[config.mk]
export PLATFORM = sky130hd
export DESIGN_NAME = bridge_irq_agg
export DESIGN_NICKNAME = d
export VERILOG_FILES = /design/src/rtl/bia_pkg.sv /design/src/rtl/bia_sync.sv /design/src/rtl/bia_latch.sv /design/src/rtl/bia_deliver.sv /design/src/rtl/bridge_irq_agg.sv
export SDC_FILE = /design/constraint.sdc
export NUM_CORES = 1
export LEC_CHECK = 0
export CORE_UTILIZATION = 44
export CTS_CLUSTER_SIZE = 12
export DETAILED_ROUTE_END_ITERATION = 10
export PLACE_DENSITY_LB_ADDON = 0.15
export SETUP_SLACK_MARGIN = 0.4
export SLEW_MARGIN = 20
export SYNTH_ARGS = -nofsm -noshare
export SYNTH_HDL_FRONTEND = slang
export SYNTH_SLANG_ARGS = --single-unit
[constraint.sdc]
create_clock -name clk -period 1.8 [get_ports clk]
set_input_delay 0.27 -clock clk [delete_from_list [all_inputs] [get_ports clk]]
set_output_delay 0.27 -clock clk [all_outputs]
set_load 0.01 [all_outputs]
[src/rtl/bia_pkg.sv]
package bia_pkg;
  localparam int NSRC      = 11;
  localparam int IDX_W     = 3;
  localparam int WORD_W    = 32;
  localparam int DATA_BITS = 5;
  localparam logic [NSRC-1:0] IMPL_BITS = 11'h5FF;

  localparam logic [IDX_W-1:0] IDX_REQ    = 3'd0;
  localparam logic [IDX_W-1:0] IDX_MASK   = 3'd1;
  localparam logic [IDX_W-1:0] IDX_PEND   = 3'd2;
  localparam logic [IDX_W-1:0] IDX_LEVEL  = 3'd3;
  localparam logic [IDX_W-1:0] IDX_TARGET = 3'd4;
  localparam logic [IDX_W-1:0] IDX_KICK   = 3'd5;

  // Address part of the target word: low data field forced to zero.
  function automatic logic [WORD_W-1:0] tgt_addr(input logic [WORD_W-1:0] t);
    return {t[WORD_W-1:DATA_BITS], {DATA_BITS{1'b0}}};
  endfunction

  // Data part of the target word, zero-extended.
  function automatic logic [WORD_W-1:0] tgt_data(input logic [WORD_W-1:0] t);
    return {{(WORD_W-DATA_BITS){1'b0}}, t[DATA_BITS-1:0]};
  endfunction

  function automatic logic [WORD_W-1:0] widen(input logic [NSRC-1:0] v);
    return {{(WORD_W-NSRC){1'b0}}, v};
  endfunction
endpackage

[src/rtl/bia_sync.sv]
module bia_sync #(
  parameter int W = 11
) (
  input  logic         clk,
  input  logic         rst_n,
  input  logic [W-1:0] d,
  output logic [W-1:0] q
);
  for (genvar i = 0; i < W; i++) begin : g_bit
    logic meta;
    always_ff @(posedge clk or negedge rst_n) begin
      if (!rst_n) begin
        meta <= 1'b0;
        q[i] <= 1'b0;
      end else begin
        meta <= d[i];
        q[i] <= meta;
      end
    end
  end
endmodule

[src/rtl/bia_latch.sv]
module bia_latch #(
  parameter int          W    = 11,
  parameter logic [W-1:0] IMPL = '1
) (
  input  logic         clk,
  input  logic         rst_n,
  input  logic [W-1:0] lvl,
  input  logic [W-1:0] mask,
  input  logic         clr_req,
  input  logic         clr_pend,
  output logic [W-1:0] req,
  output logic [W-1:0] pend,
  output logic [W-1:0] hit,
  output logic         any_hit
);
  logic [W-1:0] lvl_q;
  logic [W-1:0] rise;

  assign rise    = lvl & ~lvl_q;
  assign hit     = rise & mask & IMPL;
  assign any_hit = |hit;

  always_ff @(posedge clk or negedge rst_n) begin
    if (!rst_n) begin
      lvl_q <= '0;
      req   <= '0;
      pend  <= '0;
    end else begin
      lvl_q <= lvl;
      req   <= (clr_req  ? '0 : req)  | hit;
      pend  <= (clr_pend ? '0 : pend) | rise;
    end
  end
endmodule

[src/rtl/bia_deliver.sv]
module bia_deliver
  import bia_pkg::*;
(
  input  logic              clk,
  input  logic              rst_n,
  input  logic              fire,
  input  logic [WORD_W-1:0] target,
  input  logic              msg_ready,
  output logic              msg_valid,
  output logic [WORD_W-1:0] msg_addr,
  output logic [WORD_W-1:0] msg_data,
  output logic              issue
);
  assign issue = fire && (!msg_valid || msg_ready);

  always_ff @(posedge clk or negedge rst_n) begin
    if (!rst_n) begin
      msg_valid <= 1'b0;
      msg_addr  <= '0;
      msg_data  <= '0;
    end else if (issue) begin
      msg_valid <= 1'b1;
      msg_addr  <= tgt_addr(target);
      msg_data  <= tgt_data(target);
    end else if (msg_ready) begin
      msg_valid <= 1'b0;
    end
  end
endmodule

[src/rtl/bridge_irq_agg.sv]
module bridge_irq_agg
  import bia_pkg::*;
(
  input  logic              clk,
  input  logic              rst_n,
  input  logic [NSRC-1:0]   src_irq,
  input  logic              csr_wr,
  input  logic              csr_rd,
  input  logic [IDX_W-1:0]  csr_idx,
  input  logic [WORD_W-1:0] csr_wdata,
  output logic [WORD_W-1:0] csr_rdata,
  output logic              msg_valid,
  input  logic              msg_ready,
  output logic [WORD_W-1:0] msg_addr,
  output logic [WORD_W-1:0] msg_data
);
  logic [NSRC-1:0]   level;
  logic [NSRC-1:0]   mask_q;
  logic [WORD_W-1:0] target_q;
  logic [NSRC-1:0]   req_q;
  logic [NSRC-1:0]   pend_q;
  logic [NSRC-1:0]   hit;
  logic              any_hit;
  logic              rd_req, rd_pend, kick, fire, issue;

  assign rd_req  = csr_rd && (csr_idx == IDX_REQ);
  assign rd_pend = csr_rd && (csr_idx == IDX_PEND);
  assign kick    = csr_wr && (csr_idx == IDX_KICK);
  assign fire    = any_hit || kick;

  bia_sync #(.W(NSRC)) u_sync (
    .clk(clk), .rst_n(rst_n), .d(src_irq), .q(level)
  );

  bia_latch #(.W(NSRC), .IMPL(IMPL_BITS)) u_latch (
    .clk(clk), .rst_n(rst_n), .lvl(level), .mask(mask_q),
    .clr_req(rd_req), .clr_pend(rd_pend),
    .req(req_q), .pend(pend_q), .hit(hit), .any_hit(any_hit)
  );

  bia_deliver u_dlv (
    .clk(clk), .rst_n(rst_n), .fire(fire), .target(target_q),
    .msg_ready(msg_ready), .msg_valid(msg_valid),
    .msg_addr(msg_addr), .msg_data(msg_data), .issue(issue)
  );

  always_ff @(posedge clk or negedge rst_n) begin
    if (!rst_n) begin
      mask_q   <= '0;
      target_q <= '0;
    end else if (csr_wr) begin
      if (csr_idx == IDX_MASK)   mask_q   <= csr_wdata[NSRC-1:0];
      if (csr_idx == IDX_TARGET) target_q <= csr_wdata;
    end
  end

  always_ff @(posedge clk or negedge rst_n) begin
    if (!rst_n) begin
      csr_rdata <= '0;
    end else if (csr_rd) begin
      case (csr_idx)
        IDX_REQ:    csr_rdata <= widen(req_q);
        IDX_MASK:   csr_rdata <= widen(mask_q);
        IDX_PEND:   csr_rdata <= widen(pend_q);
        IDX_LEVEL:  csr_rdata <= widen(level);
        IDX_TARGET: csr_rdata <= target_q;
        default:    csr_rdata <= '0;
      endcase
    end
  end
endmodule

==> impl_metrics.csv <==
group,metric,value,unit
outcome,status,"complete, no violations",
critical_path,critPathMaxFanout,9,
drt,drt_iter0_drc,316,
synth,yosys-top-cells-area,"sky130_fd_sc_hd__dfrtp_1 (56%), sky130_fd_sc_hd__mux2_2 (6.2%), sky130_fd_sc_hd__nand2_1 (5.8%)",
synth,synth_flop_cell,"sky130_fd_sc_hd__dfrtp_1",
sta,setup_total_negative_slack,0,ns
finish,utilization,60.2,%
floorplanning,io_pins,148,
critical_path,timing.critical_path.from_type,"flip-flop",
sta,hold_viol_final,0,
synth,synth.top_cell.area_share,56.0,%
critical_path,timing.critical_path.slowest_cell_delay,0.39,ns
grt,track_usage,23.2,%
critical_path,path_cells,"and3b_2 > nor3_2 > and4_4 > clkbuf_16 > o211ai_2",
critical_path,required,2.10,ns
clock_tree,path_clk_slew,0.06,ns
drt,drt-total-wl,18.6,mm
synth,synth.distinct_cells,35,
clock_tree,cts_num_sinks,162,
clock_tree,tritoncts_buffers,17,
finish,post_layout_nonfiller_instances,986,
power_and_ir_drop,vdd_ir_drop_max,752,uV
synth,netlist_top_cells_count,"sky130_fd_sc_hd__dfrtp_1 (162), sky130_fd_sc_hd__nand2_1 (112), sky130_fd_sc_hd__clkbuf_1 (45), sky130_fd_sc_hd__mux2_2 (40)",
critical_path,cp_data_arrival_time,1.87,ns
finish,multiInputGateArea,2930,um2
sta,finalClockSkew,0.00631,ns
drt,route.vias.total,5379,
synth,post_synth_edffs,0,
drt,drt_pre_antenna_iters,4,
floorplanning,std_cell_core_area,16000,um2
grt,first_global_vias,5419,
clock_tree,clock_latency,0.43,ns
clock_tree,clk_path_buf_depth,2,
floorplanning,floorplan.initialDensity,45.3,%
drt,drt.antenna.violating_nets,0,
finish,post_route_cells_drive_above_1_share,27.4,%
finish,area_taken_by_flip_flops_and_latches,4060,um2
critical_path,internal_reg_to_reg_setup_slack,0.24,ns
grt,global_route_wire_length_before_repair,29.4,mm
clock_tree,htreeDepth,4,
critical_path,timing.critical_path.slowest_stage_cell,"sky130_fd_sc_hd__dfrtp_1",
sta,maxSlewViolCount,0,
clock_tree,clock_tree_from_tritoncts,"built",
sta,fmax,0.640,GHz
place,dp_hpwl,12.0,mm
grt,grt_antenna_before_repair,0,
power_and_ir_drop,power-per-cell-area,1250,nW/um2
place,port_buffers,115,
place,gp_congestion,0.766,
sta,grt_setup_unrepaired,"yes",
grt,grt_start_max_net_pins,48,
drt,drcViolationCount,0,
drt,drt-wirelength-per-cell,18.8,um
run,maxCapViolations,0,
synth,synthArstFlopShare,100,%
finish,fillers,1348,
synth,most_instantiated_library_cell_after_synthesis,"sky130_fd_sc_hd__dfrtp_1",
grt,grt_overflow_total,0,
synth,postSynthAreaPerCell,11.6,um2
finish,antenna_cells,0,
synth,synth_area,7240,um2
worst_hold_path,hold_class,"in2reg",
synth,synth.yosys.seq_area_share,56.0,%
sta,final.min_clock_period,1.56,ns
synth,synth_warnings,0,
floorplanning,total_die_area,17000,um2
drt,routed_via_density,5.46,
synth,ys_ff_latch,162,
synth,synth_area_leader_cell,"sky130_fd_sc_hd__dfrtp_1",
finish,fin_nets,808,
sta,part_of_the_cycle_the_worst_path_needs,86.8,%
floorplanning,dieWidth,130,um
power_and_ir_drop,power.leakage,4.32,nW
finish,area.growth.synth_to_final,33.1,%
synth,syn-instance-count,623,
clock_tree,clockRootBuffer,"sky130_fd_sc_hd__clkbuf_16",
sta,final-setup-viol-count,0,
floorplanning,placementRows,46,
floorplanning,chipHeight,130,um
critical_path,critical_path.endpoint_type,"flip-flop",
place,dpl.cell_count,929,
critical_path,timing.setup.critical_path_class,"reg2reg",
[where the power goes]
group | leakage, nW | total [mW] | switching (mW) | internal, mW
logic | 2.10 | 3.51 | 1.63 | 1.88
registers | 1.94 | 5.01 | 0.615 | 4.40
clock network | 0.285 | 3.53 | 1.47 | 2.07
total | 4.32 | 12.1 | 3.71 | 8.35
[routing by layer]
layer  GRT usage, %  part of all wire, %  vias up  routed length (um)
met3           4.72                  5.6       34                1050
met4           9.78                  2.3        0                 435
met1           30.2                   43     2708                7900
met5              0                    0        -                   0
met2           37.8                   49      209                9180
li1               -                    -     2428                   -
[layout by cell type, fill, tap and decap left out, types with 4 or more instances in the layout]
master	synthesis	layout
sky130_fd_sc_hd__dfrtp_1	162	161
sky130_fd_sc_hd__nand2_1	112	111
sky130_fd_sc_hd__clkdlybuf4s50_1	0	45
sky130_fd_sc_hd__mux2_2	40	40
sky130_fd_sc_hd__clkdlybuf4s15_1	0	37
sky130_fd_sc_hd__buf_4	32	36
sky130_fd_sc_hd__nand4_1	32	32
sky130_fd_sc_hd__conb_1	1	32
sky130_fd_sc_hd__o211ai_2	29	29
sky130_fd_sc_hd__dlygate4sd2_1	0	26
sky130_fd_sc_hd__nor2_1	22	22
sky130_fd_sc_hd__o2bb2ai_1	21	21
sky130_fd_sc_hd__nor4b_1	32	18
sky130_fd_sc_hd__clkbuf_16	0	18
sky130_fd_sc_hd__nor4b_2	0	14
sky130_fd_sc_hd__inv_1	12	12
sky130_fd_sc_hd__o21ai_0	11	11
sky130_fd_sc_hd__buf_12	0	11
sky130_fd_sc_hd__mux4_2	10	10
sky130_fd_sc_hd__nand3b_1	9	9
sky130_fd_sc_hd__a221oi_2	0	9
sky130_fd_sc_hd__buf_6	5	8
sky130_fd_sc_hd__clkinv_2	0	6
sky130_fd_sc_hd__mux2_1	4	4
sky130_fd_sc_hd__clkinv_4	0	4
[sequential cells by signal, indices dropped and copies added, names as in the netlist]
| name | flops |
|---|---|
| target_q | 32 |
| u_dlv.msg_data | 5 |
| u_latch.req | 10 |
| u_sync.g_bit.meta | 11 |
| u_sync.q | 11 |
| u_dlv.msg_valid | 1 |
| u_latch.lvl_q | 11 |
| u_latch.pend | 11 |
| u_dlv.msg_addr | 27 |
| mask_q | 11 |
| csr_rdata | 32 |
[cell families (layout without fill, tap and decap cells)]
kind of cell	after synthesis	count (layout)	share of synthesized area, %
AND/OR/NAND/NOR	223	223	16.0
other	1	32	0.0518
AO/OA/AOI/OAI	80	80	10.4
buffers and inverters	103	219	7.62
flip-flops	162	162	56.0
multiplexers	54	54	9.95
[worst max-delay path, delay by kind of cell (launching register included)]
| kind | cells | cell delay, ns |
|---|---|---|
| AOI/OAI and AO/OA | 1 | 0.09 |
| buffers and inverters | 1 | 0.20 |
| DFF | 1 | 0.39 |
| and+or+nand+nor | 3 | 0.76 |
[final cells by class]
| class | count | area share, % |
|---|---|---|
| clock buffers | 18 | 4.56 |
| repair buffers | 174 | 18.2 |
| clock inverters | 14 | 1.45 |
| flip-flops and latches | 162 | 42.1 |
| well taps | 216 | 2.80 |
| multi-input cells | 389 | 30.4 |
| inverters | 13 | 0.506 |
[timing repair]
action,4_1_cts,5_1_grt
hold endpoints to repair,43,0
hold buffers,1,0
gates resized for setup,128,31
setup buffers,16,5
cloned,2,1
setup endpoints to repair,183,67
pin swaps,5,12
[through the flow]
stage          hold slack [ns]  cell area, um2  total power, mW  setup WS, ns
5_1_grt                  0.268            9640             12.7         0.184
6_report                 0.276            9640             12.1         0.238
2_1_floorplan          -0.0256            7470             6.85         0.295
3_3_place_gp             0.249            8710             8.31        -0.293
3_5_place_dp             0.248            8710             8.44        -0.309
4_1_cts                  0.263            9540             12.0         0.244
[final timing paths]
check                                               start                        endpoint  cells past startpoint
setup / recovery                    u_sync.q[0]$_DFF_PN0_  u_dlv.msg_addr[19]$_DFFE_PN0P_                      5
hold / removal                                 src_irq[5]  u_sync.g_bit[5].meta$_DFF_PN0_                      1
setup reg to reg                    u_sync.q[0]$_DFF_PN0_  u_dlv.msg_addr[19]$_DFFE_PN0P_                      5
hold reg to reg            u_sync.g_bit[0].meta$_DFF_PN0_           u_sync.q[0]$_DFF_PN0_                      0
max in group asynchronous                           rst_n       u_latch.pend[7]$_DFF_PN0_                      3
min in group asynchronous                           rst_n        target_q[16]$_DFFE_PN0P_                      2
Power figures use the tool's default switching activity.
